**src/rtl/fes_pkg.sv**
```systemverilog
package fes_pkg;
   // phase slot indices within one instruction cycle
   localparam int PH_Q1 = 0;
   localparam int PH_Q2 = 1;
   localparam int PH_Q3 = 2;
   localparam int PH_Q4 = 3;
   localparam int NUM_PHASES = 4;

   // phase generator implementation choices
   typedef enum int {
      PHASE_BINARY = 0,
      PHASE_RING   = 1
   } phase_style_e;
endpackage

```
**src/rtl/fes_phase_gen.sv**
```systemverilog
module fes_phase_gen
   import fes_pkg::*;
#(
   parameter int STYLE = PHASE_BINARY
) (
   input  logic                  clk,
   input  logic                  rst_n,
   output logic [NUM_PHASES-1:0] q
);
   localparam int CNT_W = $clog2(NUM_PHASES);

   generate
      if (STYLE == PHASE_RING) begin : g_ring
         logic [NUM_PHASES-1:0] ring;
         always_ff @(posedge clk or negedge rst_n) begin
            if (!rst_n) ring <= NUM_PHASES'(1);
            else        ring <= {ring[NUM_PHASES-2:0], ring[NUM_PHASES-1]};
         end
         assign q = ring;
      end else if (STYLE == PHASE_BINARY) begin : g_bin
         logic [CNT_W-1:0] cnt;
         always_ff @(posedge clk or negedge rst_n) begin
            if (!rst_n) cnt <= '0;
            else        cnt <= cnt + CNT_W'(1);
         end
         assign q = NUM_PHASES'(1) << cnt;
      end else begin : g_bad
         $error("fes_phase_gen: unsupported STYLE");
      end
   endgenerate

   AST_PHASE_ONEHOT: assert property (@(posedge clk) disable iff (!rst_n)
      $countones(q) == 1) else $error("phase not one-hot");
   AST_PHASE_Q1_TO_Q2: assert property (@(posedge clk) disable iff (!rst_n)
      q[PH_Q1] |=> q[PH_Q2]) else $error("Q1 not followed by Q2");
   AST_PHASE_Q4_WRAP: assert property (@(posedge clk) disable iff (!rst_n)
      q[PH_Q4] |=> q[PH_Q1]) else $error("Q4 not followed by Q1");
endmodule

```
**src/rtl/fes_pc_unit.sv**
```systemverilog
module fes_pc_unit #(
   parameter int                ADDR_W       = 16,
   parameter int                STEP         = 2,
   parameter logic [ADDR_W-1:0] RESET_VECTOR = '0
) (
   input  logic              clk,
   input  logic              rst_n,
   input  logic              advance,
   input  logic              take,
   input  logic [ADDR_W-1:0] target,
   output logic [ADDR_W-1:0] pc
);
   localparam logic [ADDR_W-1:0] LOW_MASK   = ADDR_W'(STEP - 1);
   localparam logic [ADDR_W-1:0] ALIGN_MASK = ~LOW_MASK;
   localparam logic [ADDR_W-1:0] INC        = ADDR_W'(STEP);

   logic [ADDR_W-1:0] pc_next;

   always_comb begin
      pc_next = pc;
      if (advance) begin
         if (take) pc_next = target & ALIGN_MASK;
         else      pc_next = pc + INC;
      end
   end

   always_ff @(posedge clk or negedge rst_n) begin
      if (!rst_n) pc <= RESET_VECTOR;
      else        pc <= pc_next;
   end

   AST_PC_HOLD: assert property (@(posedge clk) disable iff (!rst_n)
      !advance |=> $stable(pc)) else $error("pc moved outside Q4 edge");
   AST_PC_STEP: assert property (@(posedge clk) disable iff (!rst_n)
      (advance && !take) |=> pc == $past(pc) + INC) else $error("pc step wrong");
   AST_PC_ALIGNED: assert property (@(posedge clk) disable iff (!rst_n)
      (pc & LOW_MASK) == '0) else $error("pc misaligned");
endmodule

```
**src/rtl/fes_pipe_regs.sv**
```systemverilog
module fes_pipe_regs #(
   parameter int                WORD_W   = 16,
   parameter logic [WORD_W-1:0] NOP_WORD = '0
) (
   input  logic              clk,
   input  logic              rst_n,
   input  logic              capture,
   input  logic              load,
   input  logic              flush,
   input  logic [WORD_W-1:0] fetch_word,
   output logic [WORD_W-1:0] ir,
   output logic              exec_valid
);
   logic [WORD_W-1:0] pf_word;
   logic              pf_valid;

   // prefetch stage: captured at the end of the fetch cycle
   always_ff @(posedge clk or negedge rst_n) begin
      if (!rst_n) begin
         pf_word  <= NOP_WORD;
         pf_valid <= 1'b0;
      end else if (capture) begin
         pf_word  <= fetch_word;
         pf_valid <= !flush;
      end
   end

   // execute stage: loaded at the end of Q1
   always_ff @(posedge clk or negedge rst_n) begin
      if (!rst_n) begin
         ir         <= NOP_WORD;
         exec_valid <= 1'b0;
      end else if (load) begin
         ir         <= pf_valid ? pf_word : NOP_WORD;
         exec_valid <= pf_valid;
      end
   end

   AST_FLUSH_DROPS: assert property (@(posedge clk) disable iff (!rst_n)
      (capture && flush) |=> !pf_valid) else $error("flushed word kept");
   AST_IR_HOLD: assert property (@(posedge clk) disable iff (!rst_n)
      !load |=> ($stable(ir) && $stable(exec_valid))) else $error("ir changed outside Q1");
   AST_NOP_WHEN_INVALID: assert property (@(posedge clk) disable iff (!rst_n)
      !exec_valid |-> ir == NOP_WORD) else $error("invalid slot not NOP");
endmodule

```
**src/rtl/fetch_exec_seq.sv**
```systemverilog
module fetch_exec_seq
   import fes_pkg::*;
#(
   parameter int                ADDR_W          = 16,
   parameter int                WORD_W          = 16,
   parameter logic [ADDR_W-1:0] RESET_VECTOR    = '0,
   parameter logic [WORD_W-1:0] NOP_WORD        = '0,
   parameter int                PHASE_STYLE     = PHASE_BINARY,
   parameter bit                GATE_DM_STROBES = 1'b1
) (
   input  logic              clk,
   input  logic              rst_n,
   input  logic [WORD_W-1:0] pmem_rdata,
   input  logic              branch_req,
   input  logic [ADDR_W-1:0] branch_target,
   output logic [3:0]        phase,
   output logic              clk_out,
   output logic [ADDR_W-1:0] pc,
   output logic [ADDR_W-1:0] pmem_addr,
   output logic [WORD_W-1:0] ir,
   output logic              exec_valid,
   output logic              dm_rd,
   output logic              dm_wr
);
   localparam int                STEP       = WORD_W / 8;
   localparam logic [ADDR_W-1:0] ALIGN_MASK = ~(ADDR_W'(STEP - 1));

   // elaboration-time parameter checks
   generate
      if (WORD_W < 8 || (WORD_W % 8) != 0) begin : g_chk_word
         $error("fetch_exec_seq: WORD_W must be a nonzero multiple of 8");
      end
      if ((STEP & (STEP - 1)) != 0) begin : g_chk_step
         $error("fetch_exec_seq: word size in bytes must be a power of two");
      end
      if (ADDR_W <= $clog2(STEP) || ADDR_W > 32) begin : g_chk_addr
         $error("fetch_exec_seq: ADDR_W out of range");
      end
      if ((RESET_VECTOR & ~ALIGN_MASK) != '0) begin : g_chk_rv
         $error("fetch_exec_seq: RESET_VECTOR not word aligned");
      end
   endgenerate

   logic [NUM_PHASES-1:0] q;
   logic                  take;

   fes_phase_gen #(.STYLE(PHASE_STYLE)) u_phase (
      .clk   (clk),
      .rst_n (rst_n),
      .q     (q)
   );

   // branch accepted only at the Q4 edge of a real instruction
   assign take = q[PH_Q4] && branch_req && exec_valid;

   fes_pc_unit #(
      .ADDR_W       (ADDR_W),
      .STEP         (STEP),
      .RESET_VECTOR (RESET_VECTOR)
   ) u_pc (
      .clk     (clk),
      .rst_n   (rst_n),
      .advance (q[PH_Q4]),
      .take    (take),
      .target  (branch_target),
      .pc      (pc)
   );

   fes_pipe_regs #(
      .WORD_W   (WORD_W),
      .NOP_WORD (NOP_WORD)
   ) u_pipe (
      .clk        (clk),
      .rst_n      (rst_n),
      .capture    (q[PH_Q4]),
      .load       (q[PH_Q1]),
      .flush      (take),
      .fetch_word (pmem_rdata),
      .ir         (ir),
      .exec_valid (exec_valid)
   );

   assign phase     = q;
   assign pmem_addr = pc;
   assign clk_out   = q[PH_Q4];

   generate
      if (GATE_DM_STROBES) begin : g_gated
         assign dm_rd = q[PH_Q2] && exec_valid;
         assign dm_wr = q[PH_Q4] && exec_valid;
      end else begin : g_raw
         assign dm_rd = q[PH_Q2];
         assign dm_wr = q[PH_Q4];
      end
   endgenerate

   AST_RD_ONLY_Q2: assert property (@(posedge clk) disable iff (!rst_n)
      dm_rd |-> phase[PH_Q2]) else $error("read strobe outside Q2");
   AST_WR_ONLY_Q4: assert property (@(posedge clk) disable iff (!rst_n)
      dm_wr |-> phase[PH_Q4]) else $error("write strobe outside Q4");
   AST_BRANCH_LOADS: assert property (@(posedge clk) disable iff (!rst_n)
      (phase[PH_Q4] && branch_req && exec_valid) |=>
      pc == ($past(branch_target) & ALIGN_MASK)) else $error("branch target not loaded");
   AST_FORCED_NOP: assert property (@(posedge clk) disable iff (!rst_n)
      (phase[PH_Q4] && branch_req && exec_valid) |=> ##1 !exec_valid)
      else $error("no forced NOP after branch");
   AST_ADDR_FOLLOWS_PC: assert property (@(posedge clk) disable iff (!rst_n)
      pmem_addr == pc) else $error("pmem_addr differs from pc");
endmodule

```
**config.mk**
```make
export PLATFORM = sky130hd
export DESIGN_NAME = fetch_exec_seq
export DESIGN_NICKNAME = d
export VERILOG_FILES = /design/src/rtl/fes_pkg.sv /design/src/rtl/fes_phase_gen.sv /design/src/rtl/fes_pc_unit.sv /design/src/rtl/fes_pipe_regs.sv /design/src/rtl/fetch_exec_seq.sv
export SDC_FILE = /design/constraint.sdc
export NUM_CORES = 1
export LEC_CHECK = 0
export BUFFER_PORTS_ARGS = -buffer_cell sky130_fd_sc_hd__buf_2
export CORE_MARGIN = 10
export CORE_UTILIZATION = 53
export CTS_CLUSTER_SIZE = 30
export DETAILED_ROUTE_END_ITERATION = 7
export PLACE_DENSITY = 0.85
export SLEW_MARGIN = 40
export SYNTH_ARGS = -nofsm -noshare
export SYNTH_HDL_FRONTEND = slang
export SYNTH_SLANG_ARGS = --single-unit
```
**constraint.sdc**
```tcl
create_clock -name clk -period 4.1 [get_ports clk]
set_input_delay 0.205 -clock clk [delete_from_list [all_inputs] [get_ports clk]]
set_output_delay 0.205 -clock clk [all_outputs]
set_load 0.03 [all_outputs]
```
==> results of run 1 <==
[worst register-to-register path: cells and delay by family (launching register included)]
kind	cells	cell delay, ns
adder cells (fa/ha/maj)	1	0.24
flip-flops	1	0.39
buffers and inverters	1	0.42
AO/OA/AOI/OAI	2	0.17
AND/OR/NAND/NOR	2	0.99
[logic make-up after synthesis]
logic type / Yosys count / share of synthesized area
AND/OR/NAND/NOR: 64 / 0.137
buffers and inverters: 54 / 0.111
flip-flops: 51 / 0.514
AO/OA/AOI/OAI: 46 / 0.113
multiplexers: 17 / 0.0771
XOR/XNOR: 6 / 0.0212
adder cells (fa/ha/maj): 5 / 0.0252
other: 1 / 0.00151
[layer usage]
| layer | global-route usage | vias to the layer above |
|---|---|---|
| met1 | 0.180 | 916 |
| met3 | 0.0744 | 2 |
| met2 | 0.248 | 74 |
| li1 | - | 946 |
| met5 | 0 | - |
| met4 | 0.0235 | 0 |
[worst paths after layout]
kind | slack [ns] | end
setup / recovery | 1.76 | u_pc.pc[1]
hold / removal | 0.003 | u_pc.pc[4]
setup reg to reg | 1.76 | u_pc.pc[1]
hold reg to reg | 0.51 | u_pipe.ir[4]
max in group asynchronous | 3.66 | u_pc.pc[9]
min in group clk | 0.11 | u_pc.pc[5]
[where the power goes]
part	switching [uW]	internal, uW	total, uW
Combinational	201	87.1	288
Sequential	59.4	547	607
Clock	174	124	297
[metrics by stage]
step	setup slack (ns)	total power, uW	hold WS [ns]
2_1_floorplan	2.19	831	-0.0906
3_3_place_gp	1.80	901	0.350
3_5_place_dp	1.74	908	0.360
4_1_cts	1.73	1200	0.0320
5_1_grt	1.52	1260	0.0390
6_report	1.76	1190	0.00319
[flip-flops by register name (all words and copies together) (netlist names)]
register	flops
u_pc.pc	15
u_pipe.pf_valid	1
u_pipe.ir	16
u_phase.g_bin.cnt	2
u_pipe.exec_valid	1
u_pipe.pf_word	16
[final cells by class]
type / instances / area, sq um
Clock buffer: 5 / 68.8
Clock inverter: 3 / 22.5
Fill cell: 374 / 1550
Inverter: 20 / 75.1
Multi-Input combinational cell: 140 / 937
Sequential cell: 51 / 1280
Tap cell: 52 / 65.1
Timing Repair Buffer: 89 / 450
[layout by cell type (no fill, tap or decap), types with 2 or more instances in the layout]
master    instances
conb_1            2
ha_1              4
buf_4             2
and4_1            3
inv_1            20
nand4_1           5
buf_2            87
a21oi_1           8
mux2_2           17
nand3_1          23
xnor2_1           2
o22ai_1           4
o21ai_1           4
nand2_1          14
dfrtp_1          51
clkbuf_8          5
a41o_2            2
and2_1            2
nor3_1            4
o21ai_0          19
inv_6             2
nor2_1            6
xor2_1            4
and3_1            3
==> results.md, run 1 <==
- Post-synth top area share: 0.514
- Placed cells: 352
- Critical path data required time: 4.28 ns
- CTS buffer count: 5
- Cell count of the worst reg-to-reg path: 6
- Cell Area, Placed: 0.00280 sq mm
- WL met1: 2260 um
- Largest area contributor in the netlist: dfrtp_1
- Via density: 5.38
- Design area: 0.00290 sq mm
- Final hold vios: 0
- Max layer used: met4
- Maximum VDD drop: approximately 0.26 mV
- Max_slew headroom: 0.572
- Non-Filler Instances: 360
- Worst setup path start: u_phase.g_bin.cnt[0]
- Synth area leaders: dfrtp_1 (51%), mux2_2 (7.7%), buf_4 (5.7%)
- Worst Setup End Kind: flip-flop
- Min Tclk post-route: 2.34 ns
- Final setup violating endpoints: 0
- DRC Markers: 0
- Final period util: 0.570
- Slowest stage cell, crit path: nand3_1
- Initial drt markers: 80
- Sequential area share after synthesis: 0.514
- Vias in the first global route: 2018
- Clock Skew: around 0.0039 ns
- Die height: 88.4 um
- YS warnings: 0
- Max Freq: 0.428 GHz
- TritonCTS clock tree: done
- Die X: roughly 88 um
- Vias: between 1500 and 2000
- RSZ-0062 raised after global routing: no
- Asr flop ratio synth: 1.00
- Pin count of the biggest net entering global routing: 52
- Gr ovfl total: 0
- Post-synth EDFFs: 0
- H-tree lvl count: 2
- Total Die Area: 0.00782 sq mm
- Pwr per Cell Area: 412 mW/mm^2
- CTS clk-pin slew, worst paths: roughly 0.10 ns
- Buffers and inverters on the worst path: 1
- Clk_lat worst skew: 0.30 ns
- Worst stage delay on the critical path: roughly 0.57 ns
- Status: complete, no violations
- Rows: 24
- Worst-path fanout max: 40
- Layout cells sized above 1: 0.393
- CTS resizes: 0
- Area Overhead vs Synth: 16.6%
- Slew @ Worst Pin: roughly 0.64 ns
- Critical path, cell by cell: ha_1 > buf_4 > nand3_1 > and3_1 > a21oi_1 > o21ai_0
- Number of primary I/O pins: 91
- Remaining antenna violation count: 0
- Synthesized cell area: 0.00248 sq mm
- Leakage: ~0.0014 uW
- Initial antenna violation count: 0
- Post-Route Utilization: 0.651
- N_diodes: 0
- Root buf cell: clkbuf_8
- Syn_area_per_cell: 10.2 sq um
- Yosys reg bits: 51
- First drt pass iteration count: 4
- Hold Buf Count CTS: 0
- Starting Density: 0.559
- Worst Hold Class: primary input to async pin
- Length of routed met2 wiring: about 2800 um
- Core area: 0.00444 sq mm
- Setup Buffers After CTS: 0
- Gr usage total: 0.152
- CP arrival: 2.51 ns
- DP HPWL: around 4200 um
- MaxCap Viol Count: 0
- Synth cell count leaders: dfrtp_1 (51), nand3_1 (23), inv_1 (20)
- Most frequent cell after synthesis: dfrtp_1
- First-pass GRT wire length: about 9500 um
- Levels on crit path: 6
- Crit Reg-Reg Startpoint: u_phase.g_bin.cnt[0]
- Slew Viols, Final: 0
- Port bufs: 87
- Wire per inst: approximately 16 um
- Met3 wire length: 743 um
- Sink Count: 51
- Nets: 347
- Aggregate routed wire length: 5770 um
- Clock Path Buffers: 2
- Crit Path Class: flip-flop to flip-flop
- Post-synthesis cell count: 244
- RePlAce Congestion: 0.838
- Count of cell types in the netlist: 37
- Setup TNS: 0 ns
- Top delay family on crit path: simple AND/OR/NAND/NOR gates
- Startpoint types: flip-flop
- Synth Flop Type: dfrtp_1
No activity file was read; power rests on OpenSTA's default activity.
==> run 2: changes to the inputs <==
- CORE_UTILIZATION: 53 -> 44
- PLACE_DENSITY: 0.85 -> 0.75
- clock period: 4.1 -> 2 ns (I/O delays scaled with it)
==> results.md, run 2 (synthesized netlist as in run 1, its figures left out) <==
- RSZ-0062 raised after global routing: no
- Final setup violating endpoints: 0 (unchanged)
- Clock Skew: 0.00650 ns (+0.00259 ns)
- CP arrival: 1.95 ns (-0.56 ns)
- First-pass GRT wire length: 9830 um (+3.3%)
- Buffers and inverters on the worst path: 1 (unchanged)
- Setup TNS: 0 ns (unchanged)
- RePlAce Congestion: 0.865 (+3.3%)
- Port bufs: 87 (unchanged)
- Cell Area, Placed: 0.00289 sq mm (+3.0%)
- Final WS setup: 0.275 ns (-1.49 ns)
- DRC Markers: 0 (unchanged)
- TritonCTS clock tree: done
- Post-Route Utilization: 0.555 (-0.0966)
- Comb pwr share: 0.226 (-0.016)
- Commonest non-fill, non-tap cell in the layout: buf_2
- Gr ovfl total: 0 (unchanged)
- Sw Share: 0.329 (-0.0353)
- Vias in the first global route: 2012 (-0.30%)
- Critical path data required time: 2.22 ns (-2.06 ns)
- Power Total: 2700 uW (+130%)
- Top delay family on crit path: simple AND/OR/NAND/NOR gates
- Slowest stage cell, crit path: nand3_1
- H-tree lvl count: 2 (unchanged)
- Layout cells sized above 1: 0.396 (+0.00271)
- Pin count of the biggest net entering global routing: 44 (-15%)
- Aggregate routed wire length: 6030 um (+4.5%)
- Via density: 5.11 (-5.1%)
- Internal power: 1810 uW (+140%)
- Clock share of power: 0.314 (+0.065)
- Sequential fraction of design power: 0.460 (-0.049)
- DP Worst Slack: 0.272 ns (-1.46 ns)
- First drt pass iteration count: 4 (unchanged)
- N_diodes: 0 (unchanged)
- Max_slew headroom: 0.593 (+0.0203)
- Switching power: 887 uW (+100%)
- Initial drt markers: 62 (-23%)
- Regs by FF count: u_pipe.ir x16, u_pipe.pf_word x16, u_pc.pc x15
- Nets: 355 (+2.3%)
- Pwr per Cell Area: 882 mW/mm^2 (+110%)
- Leakage: 0.00146 uW (+4.4%)
- Clock Path Buffers: 2 (unchanged)
- CTS resizes: 0 (unchanged)
- Worst Hold Class: primary input to flip-flop
- Worst-path fanout max: 14 (-65%)
- Worst stage delay on the critical path: 0.39 ns (-0.18 ns)
- Number of primary I/O pins: 91 (unchanged)
- Core area: 0.00551 sq mm (+24%)
- Design area: 0.00306 sq mm (+5.5%)
- Initial antenna violation count: 0 (unchanged)
- Starting Density: 0.451 (-0.108)
- Sink Count: 51 (unchanged)
- Startpoint types: flip-flop
- Die height: 95.1 um (+7.5%)
- Total Die Area: 0.00905 sq mm (+16%)
- Worst Setup End Kind: flip-flop
- CTS buffer count: 5 (unchanged)
- Setup Buffers After CTS: 0 (unchanged)
- Rows: 27 (+13%)
- MaxCap Viol Count: 0 (unchanged)
- Wire per inst: 15.5 um (-3.1%)
- CTS clk-pin slew, worst paths: 0.09 ns (about the same)
- Critical path, cell by cell: ha_1 > nand3_1 > buf_4 > and4_1 > nor3_1
- Final period util: 0.863 (+0.293)
- Crit Path Class: flip-flop to flip-flop
- Worst reg2reg setup slack: 0.27 ns (-1.49 ns)
- Remaining antenna violation count: 0 (unchanged)
- DP HPWL: 4420 um (+5.4%)
- Gr usage total: 0.134 (-0.0174)
- Root buf cell: clkbuf_8
- Max Freq: 0.580 GHz (+35%)
- Maximum VDD drop: 0.524 mV (+110%)
- Clk_lat worst skew: 0.30 ns (about the same)
- Slew @ Worst Pin: 0.611 ns (-0.0287 ns)
- Final hold vios: 0 (unchanged)
- Min Tclk post-route: 1.73 ns (-0.610 ns)
- Most frequent cells in the layout: buf_2 (87), dfrtp_1 (51), nand3_1 (23)
- Status: complete, no violations
- Area Overhead vs Synth: 23.1%
- Slew Viols, Final: 0 (unchanged)
- Die X: 95.1 um (+7.5%)
- Vias: 1983 (+2.3%)
==> run 2: cell count changes in the layout (fill, tap and decap cells not counted), sizes merged <==
cell         delta
dlygate4sd3     +3
clkinvlp        +1
clkinv          -1
inv             -2
buf             +5
bufinv          +2
==> run 2: metal layers <==
metal | up-vias | track usage | wire length, um
met5 | - | 0 | 0
met4 | 0 | 0.0262 | 15
met3 | 2 | 0.0621 | 814
met2 | 92 | 0.215 | 2800
met1 | 929 | 0.163 | 2400
li1 | 960 | - | -
==> run 2: stage by stage <==
stage	hold WS, ns	cells
6_report	0.0157	388
2_1_floorplan	-0.196	245
3_5_place_dp	0.109	377
5_1_grt	0.00860	388
3_3_place_gp	0.113	377
4_1_cts	0.00613	388
==> run 2: final timing paths <==
kind | cells after the start | to | startpoint
worst min register to register | 1 | u_phase.g_bin.cnt[0] | u_phase.g_bin.cnt[0]
worst max register to register | 5 | u_pc.pc[14] | u_phase.g_bin.cnt[0]
max in group asynchronous | 3 | u_pipe.ir[1] | rst_n
min in group asynchronous | 2 | u_pc.pc[11] | rst_n
worst max-delay path | 5 | u_pc.pc[14] | u_phase.g_bin.cnt[0]
worst min-delay path | 3 | u_pc.pc[5] | branch_target[5]
==> run 2: repair_timing <==
| action | CTS | global route |
|---|---|---|
| hold endpoints to repair | 23 | 0 |
| endpoints found under the setup margin | 0 | 0 |
| hold buffers | 3 | 0 |
==> run 2: area by class of cell <==
class / instances / area [sq um]
clock buffers: 5 / 68.8
clock inverters: 3 / 67.6
fillers: 490 / 2450
inverters: 20 / 75.1
multi-input cells: 140 / 935
flip-flops and latches: 51 / 1280
well taps: 72 / 90.1
repair buffers: 97 / 543
==> run 2: power by group through the flow <==
stage	clock network, uW	registers [uW]	logic, uW
CTS	874	1240	619
finish	847	1240	609
global route	911	1270	657
detailed placement	0	1260	614
global placement	0	1250	607
floorplan	0	1390	316
==> run 2: worst min-delay path: cells and delay by family <==
kind	cells	cell delay, ns
compound gates	1	0.06
simple gates	1	0.04
buf+inv	1	0.08
==> run 3: changes to the inputs <==
- CORE_UTILIZATION: 44 -> 49
- PLACE_DENSITY: 0.75 -> 0.79
- clock period: 2 -> 1.7 ns (I/O delays scaled with it)
==> results.md, run 3 (synthesized netlist as in run 1, its figures left out) <==
- Status: complete, no violations
- Clock Skew: 0.00513 ns (-0.00137 ns)
- Number of primary I/O pins: 91 (unchanged)
- Rows: 25 (-7.4%)
- Internal power: 2080 uW (+15%)
- Core area: 0.00482 sq mm (-13%)
- Crit Reg-Reg Startpoint: u_pc.pc[1]
- N_diodes: 0 (unchanged)
- Clk_lat worst skew: 0.30 ns (about the same)
- FF-to-FF End: u_pc.pc[15]
- Pin count of the biggest net entering global routing: 31 (-30%)
- Comb pwr share: 0.269 (+0.043)
- Gr usage total: 0.151 (+0.0165)
- CTS buffer count: 5 (unchanged)
- Slowest stage cell, crit path: or4_4
- Most frequent cells in the layout: buf_2 (87), dfrtp_1 (49), nand3_1 (23)
- Final WS setup: 0.113 ns (-0.162 ns)
- Slew @ Worst Pin: 0.601 ns (-0.0101 ns)
- Hold Path Origin: branch_target[1]
- First-pass GRT wire length: 10600 um (+7.4%)
- Max_slew headroom: 0.599 (+0.00674)
- Die X: 91.2 um (-4.1%)
- Worst Hold Class: primary input to flip-flop
- Maximum VDD drop: 0.809 mV (+54%)
- Switching power: 1050 uW (+18%)
- Vias in the first global route: 2186 (+8.6%)
- DP HPWL: 4570 um (+3.5%)
- Hold Path Depth: 3 (unchanged)
- Total Die Area: 0.00831 sq mm (-8.1%)
- Die height: 91.2 um (-4.1%)
- Crit Path Class: flip-flop to flip-flop
- Sw Share: 0.335 (+0.00614)
- Remaining antenna violation count: 0 (unchanged)
- Worst setup path start: u_pc.pc[1]
- Post-Route Utilization: 0.650 (+0.0947)
- Initial antenna violation count: 0 (unchanged)
- Via density: 5.25 (+2.7%)
- Slew Viols, Final: 0 (unchanged)
- Leakage: 0.00151 uW (+3.7%)
- RePlAce Congestion: 0.900 (+4.0%)
- First drt pass iteration count: 4 (unchanged)
- Critical path data required time: 1.93 ns (-0.29 ns)
- Port bufs: 87 (unchanged)
- CTS clk-pin slew, worst paths: 0.09 ns (about the same)
- Top delay family on crit path: simple AND/OR/NAND/NOR gates
- Clock Path Buffers: 2 (unchanged)
- Sink Count: 51 (unchanged)
- Setup TNS: 0 ns (unchanged)
- Buffers and inverters on the worst path: 0 (-1)
- Final period util: 0.934 (+0.0708)
- Area Overhead vs Synth: 26.1%
- MaxCap Viol Count: 0 (unchanged)
- DP Worst Slack: 0.0976 ns (-0.174 ns)
- Nets: 369 (+3.9%)
- Min Tclk post-route: 1.59 ns (-0.138 ns)
- Worst Setup End Kind: flip-flop
- Final hold vios: 0 (unchanged)
- Layout cells sized above 1: 0.427 (+0.0317)
- Regs by FF count: u_pipe.ir x16, u_pipe.pf_word x16, u_pc.pc x15
- TritonCTS clock tree: done
- Commonest non-fill, non-tap cell in the layout: buf_2
- Starting Density: 0.515 (+0.0645)
- Aggregate routed wire length: 6210 um (+3.1%)
- Gr ovfl total: 0 (unchanged)
- Startpoint types: flip-flop
- Worst-path fanout max: 5 (-9)
- Vias: 2083 (+5.0%)
- RSZ-0062 raised after global routing: no
- Non-Filler Instances: 397 (+2.3%)
- Initial drt markers: 65 (+4.8%)
- H-tree lvl count: 2 (unchanged)
- Pwr per Cell Area: 999 mW/mm^2 (+13%)
- Worst stage delay on the critical path: 0.47 ns (+0.08 ns)
- Cell count of the worst reg-to-reg path: 5 (unchanged)
- Hold-critical path endpoint: u_pc.pc[1]
- Critical path, cell by cell: ha_1 > nand4_1 > or4_4 > a21boi_2 > a2bb2oi_1
- CP arrival: 1.81 ns (-0.14 ns)
- DRC Markers: 0 (unchanged)
- Final setup violating endpoints: 0 (unchanged)
- Wire per inst: 15.7 um (+0.77%)
- Clock share of power: 0.277 (-0.037)
- Worst reg2reg setup slack: 0.11 ns (-0.16 ns)
- Sequential fraction of design power: 0.454 (-0.006)
- Placed cells: 381 (+1.1%)
- Max Freq: 0.630 GHz (+8.7%)
- Root buf cell: clkbuf_8
[run 3: changes by cell type in the layout (fill, tap and decap cells not counted), moves of 2 or more]
cell           change
dfrtp_1            -2
buf_12             -2
dlygate4sd3_1      +3
dfrtp_2            +2
buf_4             +13
[run 3: area by class of cell]
class | count | area [sq um]
Clock buffer | 6 | 82.6
Multi-Input combinational cell | 140 | 943
Timing Repair Buffer | 111 | 631
Fill cell | 427 | 1690
Tap cell | 67 | 83.8
Inverter | 20 | 75.1
Sequential cell | 51 | 1280
Clock inverter | 2 | 35.0
[run 3: tightest hold or removal path: cells and delay by family]
kind                   cells  cell delay [ns]
buffers and inverters      1             0.08
AO/OA/AOI/OAI              2             0.11
[run 3: power by group through the flow]
stage / clock [uW] / combinational, uW / sequential, uW
2_1_floorplan: 0 / 371 / 1630
3_3_place_gp: 0 / 794 / 1440
3_5_place_dp: 0 / 807 / 1450
4_1_cts: 886 / 819 / 1430
5_1_grt: 940 / 909 / 1440
6_report: 867 / 840 / 1420
[run 3: metal layers]
layer / up-vias / GRT usage / share of wire
li1: 991 / - / -
met1: 1010 / 0.170 / 0.41
met2: 71 / 0.258 / 0.48
met3: 11 / 0.0667 / 0.092
met4: 0 / 0.0326 / 0.018
met5: - / 0 / 0
[run 3: what timing repair did]
item	CTS	global route
endpoints found under the hold margin	24	0
hold buffers	6	0
setup buffers	0	2
gates resized for setup	0	1
setup endpoints to repair	0	3
[run 3: how the worst max path moves through the flow]
| stage | to | slack, ns | cells after the start |
|---|---|---|---|
| floorplan | u_pc.pc[15] | 0.007 | 4 |
| global placement | u_pc.pc[15] | 0.16 | 5 |
| detailed placement | u_pc.pc[12] | 0.1 | 5 |
| CTS | u_pc.pc[12] | 0.07 | 5 |
| global route | u_pc.pc[3] | 0.007 | 4 |
| finish | u_pc.pc[15] | 0.11 | 5 |
[run 3: metrics by stage]
stage | power, uW | instance area [sq um] | hold slack, ns
5_1_grt | 3290 | 3130 | 0.00435
3_3_place_gp | 2240 | 2930 | 0.0712
2_1_floorplan | 2010 | 2500 | -0.211
6_report | 3130 | 3130 | 0.0115
4_1_cts | 3130 | 3110 | 0.00277
3_5_place_dp | 2260 | 2930 | 0.0733
